## src/rtl/aftx_pkg.sv

```systemverilog
package aftx_pkg;

  localparam int AFTX_BYTE_W = 8;

  typedef enum logic [2:0] {
    ST_IDLE,
    ST_START,
    ST_DATA,
    ST_PARITY,
    ST_STOP
  } aftx_state_e;

  typedef struct packed {
    logic [1:0] len;
    logic       par_en;
    logic       par_odd;
    logic       stop_long;
  } aftx_fmt_t;

  // number of data bits for a length code
  function automatic int aftx_nbits(logic [1:0] len);
    return 5 + int'(len);
  endfunction

  // stop period in ticks: 1, 1.5 (5-bit only) or 2 bit times
  function automatic int aftx_stop_ticks(aftx_fmt_t f, int os);
    if (!f.stop_long) return os;
    if (f.len == 2'd0) return os + os / 2;
    return 2 * os;
  endfunction

  // parity over the bits actually sent
  function automatic logic aftx_parity(logic [AFTX_BYTE_W-1:0] d, aftx_fmt_t f);
    logic acc;
    acc = 1'b0;
    for (int i = 0; i < AFTX_BYTE_W; i++) begin
      if (i < aftx_nbits(f.len)) acc = acc ^ d[i];
    end
    return acc ^ f.par_odd;
  endfunction

endpackage

```

## src/rtl/aftx_hold.sv

```systemverilog
module aftx_hold
  import aftx_pkg::*;
(
  input  logic                   clk,
  input  logic                   rst_n,
  input  logic                   in_valid_i,
  input  logic [AFTX_BYTE_W-1:0] in_data_i,
  input  logic                   take_i,
  output logic                   full_o,
  output logic [AFTX_BYTE_W-1:0] data_o
);

  logic                   full_q;
  logic [AFTX_BYTE_W-1:0] data_q;
  logic                   accept_w;

  assign accept_w = in_valid_i && !full_q;

  always_ff @(posedge clk or negedge rst_n) begin
    if (!rst_n) begin
      full_q <= 1'b0;
      data_q <= '0;
    end else if (take_i) begin
      full_q <= 1'b0;
    end else if (accept_w) begin
      full_q <= 1'b1;
      data_q <= in_data_i;
    end
  end

  assign full_o = full_q;
  assign data_o = data_q;

  // a waiting character is never overwritten
  a_r6_hold_stable: assert property (@(posedge clk) disable iff (!rst_n)
    full_q && !take_i |=> full_q && $stable(data_q));

  // the holding register empties only through a transfer
  a_r7_empty_by_take: assert property (@(posedge clk) disable iff (!rst_n)
    $fell(full_q) |-> $past(take_i));

endmodule

```

## src/rtl/aftx_shifter.sv

```systemverilog
module aftx_shifter
  import aftx_pkg::*;
#(
  parameter int OVERSAMPLE = 16
) (
  input  logic                   clk,
  input  logic                   rst_n,
  input  logic                   tick_i,
  input  logic                   load_i,
  input  logic [AFTX_BYTE_W-1:0] load_data_i,
  input  aftx_fmt_t              fmt_i,
  output logic                   idle_o,
  output logic                   bit_o,
  output logic                   done_o
);

  localparam int CNT_W = $clog2(2 * OVERSAMPLE);
  localparam int IDX_W = $clog2(AFTX_BYTE_W);

  aftx_state_e            state_q;
  logic [CNT_W-1:0]       cnt_q;
  logic [IDX_W-1:0]       idx_q;
  logic [AFTX_BYTE_W-1:0] sh_q;
  aftx_fmt_t              fmt_q;
  logic                   par_q;

  logic [CNT_W-1:0] last_cnt_w;
  logic [IDX_W-1:0] last_idx_w;
  logic             bit_end_w;

  always_comb begin
    if (state_q == ST_STOP) last_cnt_w = CNT_W'(aftx_stop_ticks(fmt_q, OVERSAMPLE) - 1);
    else                    last_cnt_w = CNT_W'(OVERSAMPLE - 1);
  end

  assign last_idx_w = IDX_W'(aftx_nbits(fmt_q.len) - 1);
  assign bit_end_w  = tick_i && (state_q != ST_IDLE) && (cnt_q == last_cnt_w);

  always_ff @(posedge clk or negedge rst_n) begin
    if (!rst_n) begin
      state_q <= ST_IDLE;
      cnt_q   <= '0;
      idx_q   <= '0;
      sh_q    <= '0;
      fmt_q   <= '0;
      par_q   <= 1'b0;
    end else if (state_q == ST_IDLE) begin
      if (load_i) begin
        state_q <= ST_START;
        cnt_q   <= '0;
        idx_q   <= '0;
        sh_q    <= load_data_i;
        fmt_q   <= fmt_i;
        par_q   <= aftx_parity(load_data_i, fmt_i);
      end
    end else if (tick_i) begin
      if (bit_end_w) begin
        cnt_q <= '0;
        unique case (state_q)
          ST_START: state_q <= ST_DATA;
          ST_DATA: begin
            sh_q  <= sh_q >> 1;
            idx_q <= idx_q + 1'b1;
            if (idx_q == last_idx_w) state_q <= fmt_q.par_en ? ST_PARITY : ST_STOP;
          end
          ST_PARITY: state_q <= ST_STOP;
          default:   state_q <= ST_IDLE;
        endcase
      end else begin
        cnt_q <= cnt_q + 1'b1;
      end
    end
  end

  always_comb begin
    unique case (state_q)
      ST_START:  bit_o = 1'b0;
      ST_DATA:   bit_o = sh_q[0];
      ST_PARITY: bit_o = par_q;
      default:   bit_o = 1'b1;
    endcase
  end

  assign idle_o = (state_q == ST_IDLE);
  assign done_o = bit_end_w && (state_q == ST_STOP);

  // the cycle after a load the line shows the start level
  a_r2_start_after_load: assert property (@(posedge clk) disable iff (!rst_n)
    load_i && idle_o |=> !bit_o && !idle_o);

  // the last stop tick is sent at the marking level
  a_r5_stop_marking: assert property (@(posedge clk) disable iff (!rst_n)
    done_o |-> bit_o);

  // the shifter is idle right after its last stop tick
  a_r7_idle_after_done: assert property (@(posedge clk) disable iff (!rst_n)
    done_o |=> idle_o);

  // the tick counter never passes the end of the current bit
  a_r5_cnt_bound: assert property (@(posedge clk) disable iff (!rst_n)
    cnt_q <= last_cnt_w);

endmodule

```

## src/rtl/async_frame_tx.sv

```systemverilog
module async_frame_tx
  import aftx_pkg::*;
#(
  parameter int OVERSAMPLE = 16
) (
  input  logic       clk,
  input  logic       rst_n,
  input  logic       tick_i,
  input  logic [1:0] data_len_i,
  input  logic       parity_en_i,
  input  logic       parity_odd_i,
  input  logic       stop_long_i,
  input  logic       break_i,
  input  logic       loopback_i,
  input  logic       in_valid_i,
  input  logic [7:0] in_data_i,
  output logic       in_ready_o,
  output logic       txd_o,
  output logic       loop_txd_o,
  output logic       hold_empty_o,
  output logic       tx_empty_o
);

  aftx_fmt_t              fmt_w;
  logic                   hold_full_w;
  logic [AFTX_BYTE_W-1:0] hold_data_w;
  logic                   sh_idle_w;
  logic                   sh_bit_w;
  logic                   frame_done_w;
  logic                   xfer_w;
  logic                   line_w;

  assign fmt_w  = '{len: data_len_i, par_en: parity_en_i,
                    par_odd: parity_odd_i, stop_long: stop_long_i};
  assign xfer_w = hold_full_w && sh_idle_w;

  aftx_hold u_hold (
    .clk        (clk),
    .rst_n      (rst_n),
    .in_valid_i (in_valid_i),
    .in_data_i  (in_data_i),
    .take_i     (xfer_w),
    .full_o     (hold_full_w),
    .data_o     (hold_data_w)
  );

  aftx_shifter #(.OVERSAMPLE(OVERSAMPLE)) u_shift (
    .clk         (clk),
    .rst_n       (rst_n),
    .tick_i      (tick_i),
    .load_i      (xfer_w),
    .load_data_i (hold_data_w),
    .fmt_i       (fmt_w),
    .idle_o      (sh_idle_w),
    .bit_o       (sh_bit_w),
    .done_o      (frame_done_w)
  );

  assign line_w       = break_i ? 1'b0 : sh_bit_w;
  assign loop_txd_o   = line_w;
  assign txd_o        = loopback_i ? 1'b1 : line_w;
  assign in_ready_o   = !hold_full_w;
  assign hold_empty_o = !hold_full_w;
  assign tx_empty_o   = !hold_full_w && sh_idle_w;

  // an empty transmitter with no break rests at the marking level
  a_r1_idle_marking: assert property (@(posedge clk) disable iff (!rst_n)
    tx_empty_o && !break_i |-> loop_txd_o);

  // transmitter-empty never rises while a frame is still ending
  a_r7_empty_after_stop: assert property (@(posedge clk) disable iff (!rst_n)
    $rose(tx_empty_o) |-> $past(frame_done_w) || $past(xfer_w) == 1'b0);

  // a transfer frees the holding register on the next cycle
  a_r6_ready_after_xfer: assert property (@(posedge clk) disable iff (!rst_n)
    xfer_w |=> in_ready_o && !sh_idle_w);

endmodule

```

## config.mk

```make
export PLATFORM = sky130hd
export DESIGN_NAME = async_frame_tx
export DESIGN_NICKNAME = d
export VERILOG_FILES = /design/src/rtl/aftx_pkg.sv /design/src/rtl/aftx_hold.sv /design/src/rtl/aftx_shifter.sv /design/src/rtl/async_frame_tx.sv
export SDC_FILE = /design/constraint.sdc
export NUM_CORES = 1
export LEC_CHECK = 0
export CAP_MARGIN = 5
export CORE_MARGIN = 2
export CORE_UTILIZATION = 45
export CTS_CLUSTER_DIAMETER = 60
export DETAILED_ROUTE_END_ITERATION = 8
export PLACE_DENSITY = 0.7
export SLEW_MARGIN = 20
export SYNTH_ARGS = -nofsm -noshare
export SYNTH_HDL_FRONTEND = slang
export SYNTH_SLANG_ARGS = --single-unit
```

## constraint.sdc

```tcl
create_clock -name clk -period 1.7 [get_ports clk]
set_clock_uncertainty 0.05 [all_clocks]
set_input_delay 0.17 -clock clk [delete_from_list [all_inputs] [get_ports clk]]
set_output_delay 0.17 -clock clk [all_outputs]
set_load 0.1 [all_outputs]
```

Yosys cells after proc, flatten, opt, wreduce, memory -nomap -nowiden
Cells that the tools add are included.

word-level totals
  register bits = 33
  bits of input ports = 19
  output and inout port bits = 5
  logic and storage cells = 120

operators by class
  $add $sub $neg = 6
  $lt $le $gt $ge = 8
  equal/unequal tests = 8
  mux-type cells = 61
  bitwise logic cells = 9
  reduce and logical (&&, ||, !) cells = 18

operators with widths
  kind                   number
  $lt A4 B32 Y1 const A  4
  $lt A3 B32 Y1 const A  2
  $mux W5                10
  $mux W8                5
  $mux W1                33
  $mux W3                11
  $lt A1 B32 Y1 const A  1
  $lt A2 B32 Y1 const A  1
  $pmux W3 S3            1
  $reduce_and A4 Y1      2
  $reduce_bool A2 Y1     4
  $xor A1 B1 Y1          8
  $eq A3 B2 Y1 const B   2
  $reduce_and A2 Y1      3
  $add A5 B1 Y5 const B  1
  $eq A5 B5 Y1           1
  $logic_and A1 B1 Y1    5
  $sub A5 B2 Y5 const B  1
  $add A3 B2 Y4 const A  1
  $add A3 B1 Y3 const B  1
  $add A3 B2 Y3 const A  1
  $eq A3 B1 Y1 const B   1
  $eq A3 B3 Y1           1
  $eq A3 B3 Y1 const B   1
  other kinds (9)        9

Longest topological paths before layout
Gate-level depths: netlist (run 1).

  word-level depth = 34
  gate-level depth with buffers = 7
  depth with buffers taken out = 6

By module
Synthesis (run 1) repeated with hierarchy kept, for this count alone.

unflattened totals
  cell total of the unflattened synthesis = 180
  area total of the unflattened synthesis = 1810.5 µm²

modules (own cells, without submodules)
  module          instances  cells each  area each (µm²)  sequential area each (µm²)
  aftx_shifter    1          154         1425.1           600.6
  aftx_hold       1          20          341.6            225.2
  async_frame_tx  1          6           43.8             0.0

Worst setup path before layout (run 1)
No wires, ideal clock.

  kind = register -> output
  start point = reg u_shift.state_q[1]
  end point = out txd_o
  arrival time = 2.623 ns
  required time = 1.480 ns
  slack = -1.143 ns
  stages on the path, launching flop included = 6
  buffers on the path = 1
  cells stage by stage = dfrtp_1 buf_4 a21oi_1 a311oi_1 nor2_1 or2_2

between the ends
  cells in the longest elaborated chain, start to end = 4
  elaborated cells between the ends (all ways) = 6
  classes of those cells = 3 x eq/ne; 3 x mux

RTL lines
  item                                          line                  RTL
  start, declared                               aftx_shifter.sv:20    aftx_state_e state_q;
  start signal, assigned                        aftx_shifter.sv:64    if (idx_q == last_idx_w) state_q <= fmt_q.par_en ? ST_PARITY : ST_STOP;
  $eq A3 B2 Y1 or $eq A3 B1 Y1 (tied branches)  aftx_shifter.sv:76    unique case (state_q)
  $pmux W1 S3 (*)                               aftx_shifter.sv:76
  $mux W1 (*)                                   async_frame_tx.sv:59  assign line_w = break_i ? 1'b0 : sh_bit_w;
  net loop_txd_o                                async_frame_tx.sv:19  output logic loop_txd_o,
  $mux W1 (*)                                   async_frame_tx.sv:61  assign txd_o = loopback_i ? 1'b1 : line_w;
  end, declared                                 async_frame_tx.sv:18  output logic txd_o,

Mark *: on every way through the listed nets, which the timed path passes. The rest lies on a longest branch.

Worst setup path in the final report (run 1)
  start point = reg u_shift.state_q[0]
  end point = out txd_o

between the ends
  cells in the longest elaborated chain, start to end = 4
  elaborated cells between the ends (all ways) = 6
  classes of those cells = 3 x eq/ne; 3 x mux

RTL lines
  item                                          line
  $eq A3 B2 Y1 or $eq A3 B1 Y1 (tied branches)  aftx_shifter.sv:76
  $pmux W1 S3 (*)                               aftx_shifter.sv:76
  $mux W1 (*)                                   async_frame_tx.sv:59
  $mux W1 (*)                                   async_frame_tx.sv:61

Every way passes the cells marked *; elsewhere a longest branch is shown, timed or not.

==> results of run 1 <==
final timing paths:
check                                   start            endpoint  slack [ps]  cells after the start
setup / recovery           u_shift.state_q[0]               txd_o        -260                      7
hold / removal                          rst_n    u_shift.fmt_q[2]         230                      2
setup reg to reg           u_shift.state_q[2]  u_shift.state_q[0]        -250                      7
hold reg to reg              u_shift.fmt_q[0]    u_shift.fmt_q[0]         460                      1
max in group asynchronous               rst_n    u_shift.idx_q[2]        1060                      2
min in group clk                   in_valid_i       u_hold.full_o         410                      3
worst register-to-register path: stages (launching register included):
cell	delay (ps)
dfrtp_1	400
buf_6	140
buf_6	120
buf_6	110
nor4b_4	350
a21oi_4	110
or3_4	380
o31ai_4	190
stage by stage:
step                      instances  util, %
after floorplan                 155        -
after global placement          249    61.70
after detailed placement        249    61.70
after CTS                       271    72.18
after global routing            277    75.27
final                           277    75.27
flip-flops by register name, summed over array words and instances, names as in the netlist:
signal,flops
u_shift.sh_q,8
u_shift.fmt_q,4
u_shift.state_q,3
u_shift.par_q,1
u_shift.cnt_q,5
u_shift.idx_q,3
u_hold.data_o,8
u_hold.full_o,1
cell usage in the layout (no fill, tap or decap), types with 4 or more instances in the layout:
master	synthesis	layout
mux2_4	0	4
clkbuf_8	0	6
dfrtp_1	33	33
o221a_1	6	6
buf_12	0	5
inv_1	6	6
buf_4	3	34
mux2_2	12	8
buf_6	3	16
o21ai_1	5	6
or2_1	6	6
nand2_1	12	9
xnor2_1	8	8
clkdlybuf4s50_1	0	18
kinds of logic after synthesis:
kind of cell,share of synthesized area (%)
buffers and inverters,5.046
adders and majority gates,1.442
muxes,9.517
DFF,47.58
xor gates and xnor gates,5.047
and+or+nand+nor,14.42
AOI/OAI and AO/OA,16.94
repair_timing:
item | 4_1_cts | 5_1_grt
endpoints found under the setup margin | 25 | 25
resized for setup | 39 | 16
hold buffers | 0 | 0
setup buffers | 15 | 7
pin swaps | 17 | 9
area by class of cell:
cell class                      instances  area share, %
Clock buffer                            6          2.974
Timing Repair Buffer                   74          26.32
Clock inverter                          2          1.352
Sequential cell                        33          29.74
Multi-Input combinational cell        108          36.64
Tap cell                               48          2.163
Inverter                                6         0.8112
where the power goes:
group          total [uW]  leakage (uW)  internal (uW)  switching, uW
clock network         794     0.0000574            477            317
registers            1490      0.000402           1170            319
logic                4210      0.000731           2180           2040
total                6500       0.00119           3820           2680
routing by layer:
layer	vias up	global-route usage, %
met2	30	41.25
met5	-	0
met1	749	26.53
met4	0	10.20
li1	703	-
met3	9	4.429
==> run summary, run 1 <==
Final instance area: 2776 sq um
CP max stage cell: dfrtp_1
Setup Slack @ Placement: -362.2 ps
Design Power: 6497 uW
DR top layer: met4
Initial antenna violation count: 0
Met2 Wirelength: 2590 microns
Final period util: 115.3%
Hold Vio Cnt, Final: 0
Crit path max fanout: 5
Final WL: 4838 microns
Sum Neg Setup Slack: -3068 ps
Routed vias/inst: 5.383
Fillers: 253
Critical Path Source Type: flip-flop
CTS Buffer Depth: 2
Vert. Die Dim: 66.10 microns
Maximum vdd drop: 1125 uV
CP endpoint kind: output pin
Async set-reset flop share out of synthesis: 100.0%
Area share of the largest cell type after synthesis: 47.58%
GPL Wtd Cong: 0.8873
Synth Net Count: 176
TritonCTS clock tree: built
DR pass1 iterations: 5
Remaining global-route overflow: 0
WL met1: 2031 microns
Std-Cell Rows: 22
GRT Overall Usage: 23.09%
Worst Setup Path Type: reg2out
Unique masters post-synth: 44
Pwr per Cell Area: 2340 nW/um^2
Clock root cell: clkbuf_8
Minimum hold slack: 227.3 ps
CTS sink cnt: 33
H-tree depth: 2
Initial Utilization: 47.05%
Top post-synthesis cells by area: dfrtp_1, mux2_2, xnor2_1
Cell family with most CP delay: buffers and inverters
WP buf/inv: 3
Routed len/inst: 17.47 microns
Worst-skew pair later-pin latency: 300 ps
Layout cell share with drive strength beyond 1: 48.47%
Cells along the critical path: buf_6 -> buf_8 -> a21oi_4 -> a311oi_4 -> nor2_4 -> or2_4 -> buf_12
Number of port buffers: 23
WP data required: 1480 ps
Failing checks: negative setup slack
Max Fclk: 0.5100 GHz
Crit path arrival time: 1740 ps
Final setup viols: 25
Seq/Total Area, Yosys: 47.58%
Final HPWL DP: 2942 microns
Final-stage net count: 249
Max-cap viol count: 0
Area occupied by registers: 825.8 sq um
Worst Hold Class: in2async
Reg clk slew, reported paths: 80 ps
RSZ-0062 raised after global routing: true
Avg Cell Area, Syn: 11.20 sq um
Post-Syn Area: 1735 sq um
Number of diodes: 0
Synth Flop Type: dfrtp_1
Placed Area: 2276 sq um
Combined area of the multi-input logic cells: 1017 sq um
Largest net degree at the start of global routing: 34
Max transition margin: 71.48%
Final slew viol count: 0
Status: finished with violations
Vias: 1491
Final worst setup slack: -260.9 ps
Residual DRC: 0
Worst Tran Pin Value: 427.7 ps
Die width: 66.10 microns
Final min period: 1961 ps
Vias in the first global route: 1600
Area growth syn-to-layout: 59.99%
Yosys reg bits: 33
I/O pin cnt: 24
Metal3 WL: 155 microns
Initial DRC Count: 76
Die area: 4369 sq um
Post-synth EDFFs: 0
Synth cell count leaders: dfrtp_1, mux2_2, nand2_1
First-pass GRT wire length: 7500 microns
Max stage delay on crit path: 390 ps
CTS buffer count: 5
ANT nets after route: 0
Ys Warns: 0
Placeable Area: 3689 sq um
Post-Syn Instances: 155
Count leader, synth: dfrtp_1
Leakage power: 0.001190 uW
Synth area leader: dfrtp_1
Power figures use the tool's default switching activity.
==> run 2, diff against run 1 <==
--- a/config.mk
+++ b/config.mk
@@ -5,7 +5,7 @@
 export SDC_FILE = /design/constraint.sdc
 export NUM_CORES = 1
 export LEC_CHECK = 0
-export CAP_MARGIN = 5
+export CAP_MARGIN = 20
 export CORE_MARGIN = 2
 export CORE_UTILIZATION = 45
 export CTS_CLUSTER_DIAMETER = 60
==> results of run 2 <==
Same layout as run 1: the final DEF is identical, and so are final timing and power.
==> run 3, diff against run 2 <==
--- a/config.mk
+++ b/config.mk
@@ -7,10 +7,10 @@
 export LEC_CHECK = 0
 export CAP_MARGIN = 20
 export CORE_MARGIN = 2
-export CORE_UTILIZATION = 45
+export CORE_UTILIZATION = 49
 export CTS_CLUSTER_DIAMETER = 60
 export DETAILED_ROUTE_END_ITERATION = 8
-export PLACE_DENSITY = 0.7
+export PLACE_DENSITY = 0.75
 export SLEW_MARGIN = 20
 export SYNTH_ARGS = -nofsm -noshare
 export SYNTH_HDL_FRONTEND = slang
==> run 3 against run 2 <==
Net effect:
- the run still ends with negative setup slack left
- sequential share of layout area is 2.5 points higher
- clock power fell by 48%
- worst hold slack worse by 63 ps
- die area decreased by 7.7%
- total power fell by 11%
- design area fell by 7.8%
- via count fell by 1.0%
- critical endpoint is now u_shift.state_q[0]
- critical path type is now reg2reg
- flip-flop and latch count stayed put
- maximum frequency fell by 1.1%
- count of clock-buffer cells in the layout shrank 1
==> run summary, run 3 (synthesis gave the netlist of run 1 again) <==
Cells along the critical path: buf_4 -> and4bb_2 -> mux2i_4 -> o21ai_4 -> or3_4 -> o31ai_2
Final worst setup slack: -283.4 ps (-22.53 ps)
Minimum hold slack: 164.5 ps (-62.79 ps)
Largest net degree at the start of global routing: 34 (unchanged)
Crit path max fanout: 3 (-2)
WL met1: 1767 microns (-13%)
Max-cap viol count: 0 (unchanged)
Number of port buffers: 23 (unchanged)
Final min period: 1983 ps (+22.53 ps)
CTS Hold Bufs: 0 (unchanged)
Std-Cell Rows: 21 (-4.5%)
Vert. Die Dim: 63.51 microns (-3.9%)
Setup Slack @ Placement: -475.4 ps (-113.1 ps)
Hold Vio Cnt, Final: 0 (unchanged)
Sum Neg Setup Slack: -3786 ps (-718.6 ps)
WP buf/inv: 1 (-2)
CP max stage cell: dfrtp_1
CTS Buffer Depth: 2 (unchanged)
Most frequent cells in the layout: dfrtp_1, buf_4, clkdlybuf4s50_1, buf_6, nand2_1
GPL Wtd Cong: 0.9001 (+1.4%)
DR top layer: met4
Max transition margin: 66.54% (-4.9 points)
Vias: 1476 (-1.0%)
Remaining global-route overflow: 0 (unchanged)
Cell family with most CP delay: simple AND/OR/NAND/NOR gates
Cells after DPL: 245 (-1.6%)
Initial DRC Count: 60 (-21%)
Placeable Area: 3363 sq um (-8.8%)
Vias in the first global route: 1598 (-0.13%)
CTS buffer count: 5 (unchanged)
Metal3 WL: 249 microns (+61%)
Reg clk slew, reported paths: 100 ps (+20 ps)
Area growth syn-to-layout: 47.58%
CTS sink cnt: 33 (unchanged)
Initial Utilization: 51.60% (+4.6 points)
Die area: 4034 sq um (-7.7%)
Final slew viol count: 0 (unchanged)
Leakage power: 0.001094 uW (-8.1%)
Routed vias/inst: 5.634 (+4.7%)
Final-stage net count: 238 (-4.4%)
Final period util: 116.7% (+1.3 points)
Met2 Wirelength: 2415 microns (-6.8%)
Final WL: 4523 microns (-6.5%)
Pwr per Cell Area: 2256 nW/um^2 (-3.6%)
RSZ-0062 raised after global routing: true
WP data required: 1910 ps (+430 ps)
Layout cell share with drive strength beyond 1: 43.98% (-4.5 points)
ANT nets after route: 0 (unchanged)
I/O pin cnt: 24 (unchanged)
Routed len/inst: 17.26 microns (-1.2%)
Post-Layout Cell Count: 262 (-5.4%)
Max stage delay on crit path: 420 ps (+30 ps)
Initial antenna violation count: 0 (unchanged)
Worst Hold Class: in2async
H-tree depth: 2 (unchanged)
Most common cell after layout, fill and taps aside: dfrtp_1
Critical Path Source Type: flip-flop
GRT Overall Usage: 23.47% (+0.38 points)
Max Fclk: 0.5042 GHz (-1.1%)
Final HPWL DP: 2891 microns (-1.7%)
Worst Tran Pin Value: 495.0 ps (+67.21 ps)
Worst-skew pair later-pin latency: 340 ps (+40 ps)
First-pass GRT wire length: 7251 microns (-3.3%)
Clock root cell: clkbuf_4
Residual DRC: 0 (unchanged)
Status: finished with violations
Number of diodes: 0 (unchanged)
CP endpoint kind: flip-flop
DR pass1 iterations: 4 (-1)
Crit path arrival time: 2200 ps (+460 ps)
TritonCTS clock tree: built
Final setup viols: 25 (unchanged)
Failing checks: negative setup slack
Final core utilization: 76.15% (+0.88 points)
Die width: 63.51 microns (-3.9%)
Maximum vdd drop: 1096 uV (-2.6%)
Worst Setup Path Type: reg2reg
## run 3: cell types whose count changed in the layout (fill, tap and decap cells not counted), moves of 2 or more
cell and change:
clkbuf_4 +5, clkbuf_8 -6, buf_4 -5, o21ai_1 -2
buf_6 -5, o21ai_0 +2
## run 3: cell type report
cell class / instances / area [sq um]
Sequential cell: 33 / 825.8
Tap cell: 46 / 57.56
Multi-Input combinational cell: 108 / 991.0
Clock buffer: 5 / 37.54
Fill cell: 224 / 802.0
Inverter: 6 / 22.52
Clock inverter: 1 / 5.005
Timing Repair Buffer: 63 / 621.8
## run 3: path summary, 6_finish.rpt
kind | endpoint | slack (ps) | cells after the start | start
max | u_shift.state_q[0] | -280 | 6 | u_shift.state_q[1]
min | u_shift.fmt_q[0] | 160 | 2 | rst_n
min in group clk | u_hold.full_o | 360 | 3 | in_valid_i
max reg2reg | u_shift.state_q[0] | -280 | 6 | u_shift.state_q[1]
max in group asynchronous | u_hold.data_o[2] | 1120 | 2 | rst_n
min reg2reg | u_shift.sh_q[7] | 470 | 2 | u_hold.data_o[7]
## run 3: what timing repair did
| item | in CTS | in global routing |
|---|---|---|
| setup buffers | 7 | 6 |
| endpoints found under the setup margin | 22 | 26 |
| pin swaps | 7 | 9 |
| resized for setup | 28 | 14 |
## run 3: power by group
group / leakage [uW] / internal, uW / switching (uW)
clock network: 0.0000269 / 143 / 270
logic: 0.000665 / 1970 / 1930
registers: 0.000402 / 1170 / 298
## run 3: metrics by stage
stage               total power [uW]  cell area (sq um)
floorplan                       3583               1772
global placement                4455               2258
detailed placement              4584               2258
CTS                             5447               2460
global route                    6103               2561
finish                          5777               2561
## run 3: layer usage
layer	GRT usage, %	vias to the layer above
met4	9.239	0
met3	6.786	10
met1	28.02	739
met2	39.74	43
met5	0	-
li1	-	684
